File: config.mk
export PLATFORM = sky130hd
export DESIGN_NAME = mats_bist
export DESIGN_NICKNAME = d
export VERILOG_FILES = /design/src/rtl/mats_pkg.sv /design/src/rtl/mats_addr_gen.sv /design/src/rtl/mats_pause_timer.sv /design/src/rtl/mats_compare.sv /design/src/rtl/mats_bist.sv
export SDC_FILE = /design/constraint.sdc
export NUM_CORES = 1
export LEC_CHECK = 0
export BUFFER_PORTS_ARGS = -buffer_cell sky130_fd_sc_hd__buf_4
export CAP_MARGIN = 25
export CELL_PAD_IN_SITES_DETAIL_PLACEMENT = 1
export CELL_PAD_IN_SITES_GLOBAL_PLACEMENT = 1
export CORE_ASPECT_RATIO = 0.75
export CORE_UTILIZATION = 28
export CTS_BUF_LIST = sky130_fd_sc_hd__clkbuf_4 sky130_fd_sc_hd__clkbuf_8 sky130_fd_sc_hd__clkbuf_16
export DETAILED_ROUTE_END_ITERATION = 10
export HOLD_SLACK_MARGIN = 0.02
export PLACE_DENSITY_LB_ADDON = 0.05
export SYNTH_ARGS = -nofsm -noshare
export SYNTH_HDL_FRONTEND = slang
export SYNTH_SLANG_ARGS = --single-unit
File: constraint.sdc
create_clock -name clk -period 3.08 [get_ports clk]
set_input_delay 0.462 -clock clk [delete_from_list [all_inputs] [get_ports clk]]
set_output_delay 0.462 -clock clk [all_outputs]
set_load 0.02 [all_outputs]
File: src/rtl/mats_pkg.sv
package mats_pkg;

  typedef enum logic [2:0] {
    ST_IDLE,
    ST_FILL,      // element 0: write 0, ascending
    ST_GAP_A,     // retention pause before element 1
    ST_UP_RD,     // element 1: read, expect 0
    ST_UP_WR,     // element 1: write 1
    ST_GAP_B,     // retention pause before element 2
    ST_DN_RD,     // element 2: read, expect 1
    ST_DN_WR      // element 2: write 0
  } seq_state_t;

  localparam logic [1:0] ELEM_UP = 2'd1;
  localparam logic [1:0] ELEM_DN = 2'd2;

endpackage

File: src/rtl/mats_addr_gen.sv
module mats_addr_gen #(
  parameter int unsigned DEPTH = 16,
  localparam int unsigned AW = (DEPTH > 1) ? $clog2(DEPTH) : 1
) (
  input  logic          clk,
  input  logic          rst,
  input  logic          load_lo,
  input  logic          load_hi,
  input  logic          step,
  input  logic          dn,
  output logic [AW-1:0] addr,
  output logic          at_end
);

  localparam logic [AW-1:0] LAST = AW'(DEPTH - 1);

  always_ff @(posedge clk) begin
    if (rst) begin
      addr <= '0;
    end else if (load_lo) begin
      addr <= '0;
    end else if (load_hi) begin
      addr <= LAST;
    end else if (step) begin
      addr <= dn ? addr - AW'(1) : addr + AW'(1);
    end
  end

  assign at_end = dn ? (addr == '0) : (addr == LAST);

  p_addr_range_r1: assert property (@(posedge clk) disable iff (rst)
    addr <= LAST)
    else $error("address beyond last cell");

  p_step_up_r2: assert property (@(posedge clk) disable iff (rst)
    (step && !dn && !load_lo && !load_hi) |=> addr == $past(addr) + AW'(1))
    else $error("ascending step broken");

  p_step_dn_r3: assert property (@(posedge clk) disable iff (rst)
    (step && dn && !load_lo && !load_hi) |=> addr == $past(addr) - AW'(1))
    else $error("descending step broken");

endmodule

File: src/rtl/mats_pause_timer.sv
module mats_pause_timer #(
  parameter int unsigned PAUSE_CYCLES = 4
) (
  input  logic clk,
  input  logic rst,
  input  logic arm,
  input  logic run,
  output logic last
);

  generate
    if (PAUSE_CYCLES > 0) begin : g_timer
      localparam int unsigned CW = (PAUSE_CYCLES > 1) ? $clog2(PAUSE_CYCLES) : 1;
      localparam logic [CW-1:0] LOAD = CW'(PAUSE_CYCLES - 1);
      logic [CW-1:0] cnt;

      always_ff @(posedge clk) begin
        if (rst) begin
          cnt <= '0;
        end else if (arm) begin
          cnt <= LOAD;
        end else if (run && cnt != '0) begin
          cnt <= cnt - CW'(1);
        end
      end

      assign last = (cnt == '0);

      p_cnt_bound_r4: assert property (@(posedge clk) disable iff (rst)
        cnt <= LOAD)
        else $error("pause counter out of range");

      p_cnt_down_r4: assert property (@(posedge clk) disable iff (rst)
        (run && !arm && cnt != '0) |=> cnt == $past(cnt) - CW'(1))
        else $error("pause counter skipped");
    end else begin : g_none
      logic unused_in;
      assign unused_in = clk ^ rst ^ arm ^ run;
      assign last = 1'b1;
    end
  endgenerate

endmodule

File: src/rtl/mats_compare.sv
module mats_compare #(
  parameter int unsigned AW = 4
) (
  input  logic          clk,
  input  logic          rst,
  input  logic          clr,
  input  logic          chk,
  input  logic          exp_bit,
  input  logic          rdata,
  input  logic [AW-1:0] cur_addr,
  input  logic [1:0]    cur_elem,
  output logic          miss,
  output logic          fail,
  output logic [AW-1:0] fail_addr,
  output logic [1:0]    fail_elem,
  output logic          fail_exp
);

  assign miss = chk && (rdata != exp_bit);

  always_ff @(posedge clk) begin
    if (rst || clr) begin
      fail      <= 1'b0;
      fail_addr <= '0;
      fail_elem <= 2'd0;
      fail_exp  <= 1'b0;
    end else if (miss && !fail) begin
      fail      <= 1'b1;
      fail_addr <= cur_addr;
      fail_elem <= cur_elem;
      fail_exp  <= exp_bit;
    end
  end

  p_first_only_r7: assert property (@(posedge clk) disable iff (rst)
    (fail && !clr) |=> (fail && $stable(fail_addr) && $stable(fail_elem) && $stable(fail_exp)))
    else $error("failure record overwritten");

  p_capture_r5: assert property (@(posedge clk) disable iff (rst)
    (miss && !fail && !clr) |=> fail)
    else $error("mismatch not recorded");

endmodule

File: src/rtl/mats_bist.sv
module mats_bist
  import mats_pkg::*;
#(
  parameter int unsigned DEPTH        = 16,
  parameter int unsigned PAUSE_CYCLES = 20_000_000,
  localparam int unsigned AW = (DEPTH > 1) ? $clog2(DEPTH) : 1
) (
  input  logic          clk,
  input  logic          rst,
  input  logic          start,
  input  logic          stop_on_fail,
  output logic [AW-1:0] mem_addr,
  output logic          mem_we,
  output logic          mem_wdata,
  output logic          mem_re,
  input  logic          mem_rdata,
  output logic          busy,
  output logic          done,
  output logic          fail,
  output logic [AW-1:0] fail_addr,
  output logic [1:0]    fail_elem,
  output logic          fail_exp
);

  localparam bit HAS_PAUSE = (PAUSE_CYCLES > 0);

  seq_state_t state, state_n;
  logic busy_q, done_q;
  logic load_lo, load_hi, step, dn, at_end;
  logic arm, run, pause_last;
  logic clr, chk, exp_bit, miss, fin;
  logic [1:0] cur_elem;
  logic [AW-1:0] addr;

  mats_addr_gen #(.DEPTH(DEPTH)) u_addr (
    .clk(clk), .rst(rst), .load_lo(load_lo), .load_hi(load_hi),
    .step(step), .dn(dn), .addr(addr), .at_end(at_end)
  );

  mats_pause_timer #(.PAUSE_CYCLES(PAUSE_CYCLES)) u_pause (
    .clk(clk), .rst(rst), .arm(arm), .run(run), .last(pause_last)
  );

  mats_compare #(.AW(AW)) u_cmp (
    .clk(clk), .rst(rst), .clr(clr), .chk(chk), .exp_bit(exp_bit),
    .rdata(mem_rdata), .cur_addr(addr), .cur_elem(cur_elem),
    .miss(miss), .fail(fail), .fail_addr(fail_addr),
    .fail_elem(fail_elem), .fail_exp(fail_exp)
  );

  // data for a read arrives during the write cycle of the same cell
  assign dn       = (state == ST_DN_RD) || (state == ST_DN_WR);
  assign run      = (state == ST_GAP_A) || (state == ST_GAP_B);
  assign chk      = (state == ST_UP_WR) || (state == ST_DN_WR);
  assign exp_bit  = (state == ST_DN_WR);
  assign cur_elem = (state == ST_DN_WR) ? ELEM_DN : ELEM_UP;

  always_comb begin
    state_n = state;
    load_lo = 1'b0;
    load_hi = 1'b0;
    step    = 1'b0;
    arm     = 1'b0;
    clr     = 1'b0;
    fin     = 1'b0;
    unique case (state)
      ST_IDLE: begin
        if (start) begin
          state_n = ST_FILL;
          load_lo = 1'b1;
          clr     = 1'b1;
        end
      end
      ST_FILL: begin
        if (at_end) begin
          load_lo = 1'b1;
          arm     = HAS_PAUSE;
          state_n = HAS_PAUSE ? ST_GAP_A : ST_UP_RD;
        end else begin
          step = 1'b1;
        end
      end
      ST_GAP_A: if (pause_last) state_n = ST_UP_RD;
      ST_UP_RD: state_n = ST_UP_WR;
      ST_UP_WR: begin
        if (stop_on_fail && miss) begin
          fin = 1'b1;
        end else if (at_end) begin
          load_hi = 1'b1;
          arm     = HAS_PAUSE;
          state_n = HAS_PAUSE ? ST_GAP_B : ST_DN_RD;
        end else begin
          step    = 1'b1;
          state_n = ST_UP_RD;
        end
      end
      ST_GAP_B: if (pause_last) state_n = ST_DN_RD;
      ST_DN_RD: state_n = ST_DN_WR;
      ST_DN_WR: begin
        if ((stop_on_fail && miss) || at_end) begin
          fin = 1'b1;
        end else begin
          step    = 1'b1;
          state_n = ST_DN_RD;
        end
      end
      default: state_n = ST_IDLE;
    endcase
    if (fin) state_n = ST_IDLE;
  end

  always_ff @(posedge clk) begin
    if (rst) begin
      state  <= ST_IDLE;
      busy_q <= 1'b0;
      done_q <= 1'b0;
    end else begin
      state  <= state_n;
      busy_q <= (state_n != ST_IDLE);
      done_q <= fin;
    end
  end

  assign busy      = busy_q;
  assign done      = done_q;
  assign mem_addr  = addr;
  assign mem_we    = (state == ST_FILL) || (state == ST_UP_WR) || (state == ST_DN_WR);
  assign mem_wdata = (state == ST_UP_WR);
  assign mem_re    = (state == ST_UP_RD) || (state == ST_DN_RD);

  p_rd_then_wr_r2: assert property (@(posedge clk) disable iff (rst)
    mem_re |=> (mem_we && mem_addr == $past(mem_addr)))
    else $error("read not followed by write of same cell");

  p_we_re_excl_r4: assert property (@(posedge clk) disable iff (rst)
    !(mem_we && mem_re))
    else $error("read and write together");

  p_done_pulse_r9: assert property (@(posedge clk) disable iff (rst)
    done |=> !done)
    else $error("done wider than one cycle");

  p_done_idle_r9: assert property (@(posedge clk) disable iff (rst)
    done |-> !busy)
    else $error("done while busy");

  p_busy_end_r9: assert property (@(posedge clk) disable iff (rst)
    $fell(busy) |-> done)
    else $error("busy dropped without done");

  p_stop_r8: assert property (@(posedge clk) disable iff (rst)
    (miss && stop_on_fail) |=> (done && fail))
    else $error("stop on fail ignored");

  p_idle_quiet_r11: assert property (@(posedge clk) disable iff (rst)
    !busy |-> !(mem_we || mem_re))
    else $error("memory access while idle");

endmodule

-- After elaboration in Yosys (flattened, before gate mapping)
Cells that the tools add are included.
Widths: inputs -> output; s select.
- output and inout port bits: 17
- word-level logic and storage cells: 74
- register bits: 42
- equality and inequality tests: 9
- multiplexer cells: 30
- reduce and logical (&&, ||, !) cells: 22
- $add $sub $neg: 3
- operators by type and width (operator ; count):
    $mux 25 ; 2
    $logic_not 25->1 ; 1
    $reduce_bool 25->1 ; 1
    $sub 25x1->25 const B ; 1
    $mux 3 ; 8
    $pmux 3 s8 ; 1
    $eq 3x3->1 const B ; 4
    $mux 4 ; 3
    $mux 1 ; 11
    $logic_or 1x1->1 ; 8
    $eq 3x2->1 const B ; 2
    $pmux 1 s2 ; 3
    $add 4x1->4 const B ; 1
    $eq 4x4->1 const B ; 1
    $logic_and 1x1->1 ; 4
    $logic_not 4->1 ; 1
    $reduce_bool 2->1 ; 2
    $reduce_or 2->1 ; 2
    $sub 4x1->4 const B ; 1
    $eq 3x1->1 const B ; 1
    $logic_not 3->1 ; 1
    $pmux 1 s3 ; 1
    $reduce_bool 3->1 ; 1
    $mux 2 ; 1
    other kinds (2) ; 2

-- Longest topological paths before layout
- word-level depth: 9
- gate-level depth with buffers: 9

-- Hierarchy
From an unflattened synthesis, not the netlist that was laid out.
- cells, all modules: 287
- area, all modules: 2523.7 um^2
- by module, submodules not included (module ; times used ; area an instance (um^2) ; cells an instance):
    mats_pause_timer ; 1 ; 1403.8 ; 160
    mats_bist ; 1 ; 470.5 ; 55
    mats_compare ; 1 ; 344.1 ; 37
    mats_addr_gen ; 1 ; 305.3 ; 35

-- Worst setup path after synthesis
No wires, ideal clock.
- path kind: register -> register
- start point: register u_pause.g_timer.cnt[0]
- end point: register u_pause.g_timer.cnt[13]
- cell stages (with the launch flop): 10
- arrival time: 2152 ps
- path slack: 853 ps
- buffers on the path: 2
- cell sequence: dfxtp_1 > inv_1 > ha_1 > nor2b_1 > and4b_1 > clkbuf_1 > a2111o_1 > clkbuf_1 > or3_1 > a31oi_1
- cells in the longest elaborated chain, start to end: 3
- elaborated cells between the ends (all ways): 6
- RTL lines (element ; line ; text):
    start, declared ; mats_pause_timer.sv:15 ; logic [CW-1:0] cnt;
    start signal, assigned ; mats_pause_timer.sv:23 ; cnt <= cnt - CW'(1);
    $sub 25x1->25 / $reduce_bool 25->1 (equally long branches) ; mats_pause_timer.sv:23, mats_pause_timer.sv:22 ;
    $mux 25 / $logic_and 1x1->1 (equally long branches) ; mats_pause_timer.sv:22 ; end else if (run && cnt != '0) begin
    $mux 25 / $reduce_bool 2->1 (equally long branches) ; n/a ;
Several ways; a longest one is shown, not always the timed one. The select of a mux whose other input is x is not followed.
A chain may end at the register's enable or synchronous reset.

-- Worst setup path in the final report
- start point: register u_pause.g_timer.cnt[0]
- end point: register u_pause.g_timer.cnt[5]
Same word-level chain as after synthesis.

==> results.sh <==
export IMPL_fin_crit_sh=0.774
export IMPL_syn_mean_instance_area_um2=8.38
export IMPL_grt_pass1_wl_mm=10.3
export IMPL_synth_seq_cells=41
export IMPL_worst_slew_pin_transition_ns=0.660
export IMPL_required_ns=3.32
export IMPL_skew_ns=0.0114
export IMPL_timing_final_ws_setup_ns=0.695
export IMPL_syn_nets=275
export IMPL_initial_core_util=0.296
export IMPL_yosysSeqAreaShare=0.370
export IMPL_finalSetupViolations=0
export IMPL_dp_hpwl_mm=4.30
export IMPL_nets=290
export IMPL_worstPathCellList="inv_1 -> ha_1 -> nor2b_1 -> and4b_1 -> a2111o_1 -> or4_1 -> a31oi_1"
export IMPL_cts_buffer_depth=2
export IMPL_die_x_um=105
export IMPL_arrival_ns=2.63
export IMPL_cts_sinks=41
export IMPL_crit_slowest_cell="a2111o_1"
export IMPL_period_minus_slack_ns=2.39
export IMPL_startpoint_type="flip-flop"
export IMPL_slowest_delay_ns=0.59
export IMPL_pre_cts_ws_ns=0.682
export IMPL_root_buffer="clkbuf_8"
export IMPL_cts_hold_buf=0
export IMPL_post_cts_buffers=0
export IMPL_layout_drive_gt1_share=0.139
export IMPL_yosysUniqueCellTypes=53
export IMPL_seqPwrFrac=0.511
export IMPL_grt_max_degree=22
export IMPL_finalWeightedCongestion=0.734
export IMPL_clk_latency_ns=0.30
export IMPL_yosysTopAreaCell="dfxtp_1"
export IMPL_synth_edf_count=0
export IMPL_swShare=0.243
export IMPL_die_area_um2=8300
export IMPL_clk_pin_slew_ns=0.09
export IMPL_path_buf_inv=1
export IMPL_synth_cells=265
export IMPL_async_reset_ff_frac=0
export IMPL_critPathCaptureType="flip-flop"
export IMPL_area_delta_synth_final_pct=16.3
export IMPL_path_max_fanout=12
export IMPL_cts_htree_levels=2
export IMPL_portBuffers=21
export IMPL_grt_ovfl_total=0
export IMPL_peakVddDrop_mv=0.174
export IMPL_grt_pass1_vias=1946
export IMPL_viasPerCell=5.16
export IMPL_power_switching_mw=0.257
export IMPL_drt_iter0_drc=84
export IMPL_final_hold_viol_count=0
export IMPL_synth_area_um2=2220
export IMPL_power_frac_comb=0.061
export IMPL_total_power_mw=1.06
export IMPL_core_area_um2=7500
export IMPL_cts_buffers=5
export IMPL_io_pins=22
export IMPL_critPathKind="flip-flop to flip-flop"
export IMPL_yosysTopAreaCellShare=0.370
export IMPL_cellLeakagePower_nw=0.983
export IMPL_die_y_um=79.1
export IMPL_worst_slew_margin_rel=0.557
export IMPL_cts_resized=0
export IMPL_p_clk_frac=0.428
export IMPL_power_density_nw_per_um2=409
export IMPL_tritoncts="built"
export IMPL_dr_pass1_iters=4
export IMPL_synthFlopType="dfxtp_1"
export IMPL_n_antenna_cell=0
export IMPL_final_max_slew_viol_count=0
export IMPL_gr_usage_all_layers=0.159
export IMPL_placementRows=27
export IMPL_fmax_mhz=419
export IMPL_routed_wl_mm=6.01
export IMPL_internal_power_mw=0.801
export IMPL_antenna_found_initial=0
export IMPL_drtAntennaViolNets=0
export IMPL_rsz0062_at_grt="false"
export IMPL_min_path_type="flip-flop to flip-flop"
export IMPL_fillers=911
export IMPL_drv_cap=0
export IMPL_outcome="finished clean"
export IMPL_synth_area_leaders="dfxtp_1, xnor2_1, nor2_1"
export IMPL_synth_warnings=0
export IMPL_drc=0
export IMPL_fin_util=0.345
export IMPL_crit_family="simple AND/OR/NAND/NOR gates"
export IMPL_vias=1971
export IMPL_post_drt_wl_per_cell_um=15.7
export IMPL_setup_tns_final_ns=0
==> area by class of cell <==
type                       instances  area (um2)  area share
multi-input combinational        198        1300       0.502
clock inverter                     3        46.3      0.0179
tap                              101         126      0.0489
inverter                           8        30.0      0.0116
sequential                        41         821       0.318
clock buffer                       5        68.8      0.0266
timing repair buffer              26         195      0.0755
==> cell usage in the layout, fill, tap and decap left out, types with 2 or more instances in the layout <==
cell and count:
dfxtp_1 41, nor2_1 27, buf_4 26, a21oi_1 16
xnor2_1 15, nor3_1 12, nand2_1 11, o21ai_0 10
nor4_1 10, inv_1 8, or3_1 8, mux2i_1 7
or4_1 7, a211oi_1 7, a31oi_1 6, nand3_1 5
clkbuf_8 5, nor2b_1 4, nor3b_1 4, nand2b_1 4
ha_1 4, nor4b_1 3, or2_2 3, o31ai_1 3
and2_1 2, and3b_1 2, and4_1 2, xor2_1 2
o211ai_1 2
==> cell usage after synthesis, drive strengths merged (8+ instances only) <==
library cell,instances
clkbuf,13
dfxtp,41
o21ai,11
or3,9
nor4,10
a21oi,16
nor2,27
nor3,12
nand2,11
inv,8
xnor2,15
==> power groups by stage <==
stage          Combinational, mW  Sequential [mW]  Clock [mW]
2_1_floorplan             0.0407            0.552           0
3_3_place_gp              0.0657            0.553           0
3_5_place_dp              0.0650            0.553           0
4_1_cts                   0.0653            0.541       0.473
5_1_grt                   0.0723            0.542       0.491
6_report                  0.0649            0.541       0.452
==> through the flow <==
step	hold WS (ns)	instance area (um2)	instances
6_report	0.490	2580	382
3_3_place_gp	0.475	2470	374
4_1_cts	0.490	2580	382
2_1_floorplan	0.468	2220	265
5_1_grt	0.517	2580	382
3_5_place_dp	0.481	2470	374
==> worst register-to-register path, stage by stage (launching register included) <==
cell	delay (ns)
dfxtp_1	0.42
inv_1	0.11
ha_1	0.21
nor2b_1	0.15
and4b_1	0.23
a2111o_1	0.59
or4_1	0.46
a31oi_1	0.16
==> layer usage <==
| layer | wire (um) | GRT usage | vias to the layer above |
|---|---|---|---|
| met5 | 0 | 0 | - |
| met2 | 2290 | 0.209 | 22 |
| met3 | 155 | 0.0337 | 8 |
| met1 | 3490 | 0.248 | 947 |
| li1 | - | - | 994 |
| met4 | 70 | 0.0507 | 0 |
==> sequential cells by signal, summed over array words and instances (netlist names) <==
name,flops
u_addr.addr,4
busy,1
done,1
u_cmp.fail_exp,1
state,3
u_cmp.fail_addr,4
u_cmp.fail_elem,1
u_cmp.fail,1
u_pause.g_timer.cnt,25
==> kinds of logic after synthesis <==
group / count (synthesis) / synth area share
adder cells (fa/ha/maj): 5 / 0.0316
multiplexers: 7 / 0.0316
XOR/XNOR: 17 / 0.0670
AND/OR/NAND/NOR: 111 / 0.284
flip-flops: 41 / 0.370
AO/OA/AOI/OAI: 58 / 0.170
buffers and inverters: 26 / 0.0468
==> path summary, 6_finish.rpt <==
check,from,to,slack [ns],depth (start not counted)
worst max-delay path,u_pause.g_timer.cnt[0],u_pause.g_timer.cnt[5],0.69,7
worst min-delay path,u_cmp.fail,u_cmp.fail,0.49,2
worst max register to register,u_pause.g_timer.cnt[0],u_pause.g_timer.cnt[5],0.69,7
worst min register to register,u_cmp.fail,u_cmp.fail,0.49,2
(Power assumes the default switching activity.)
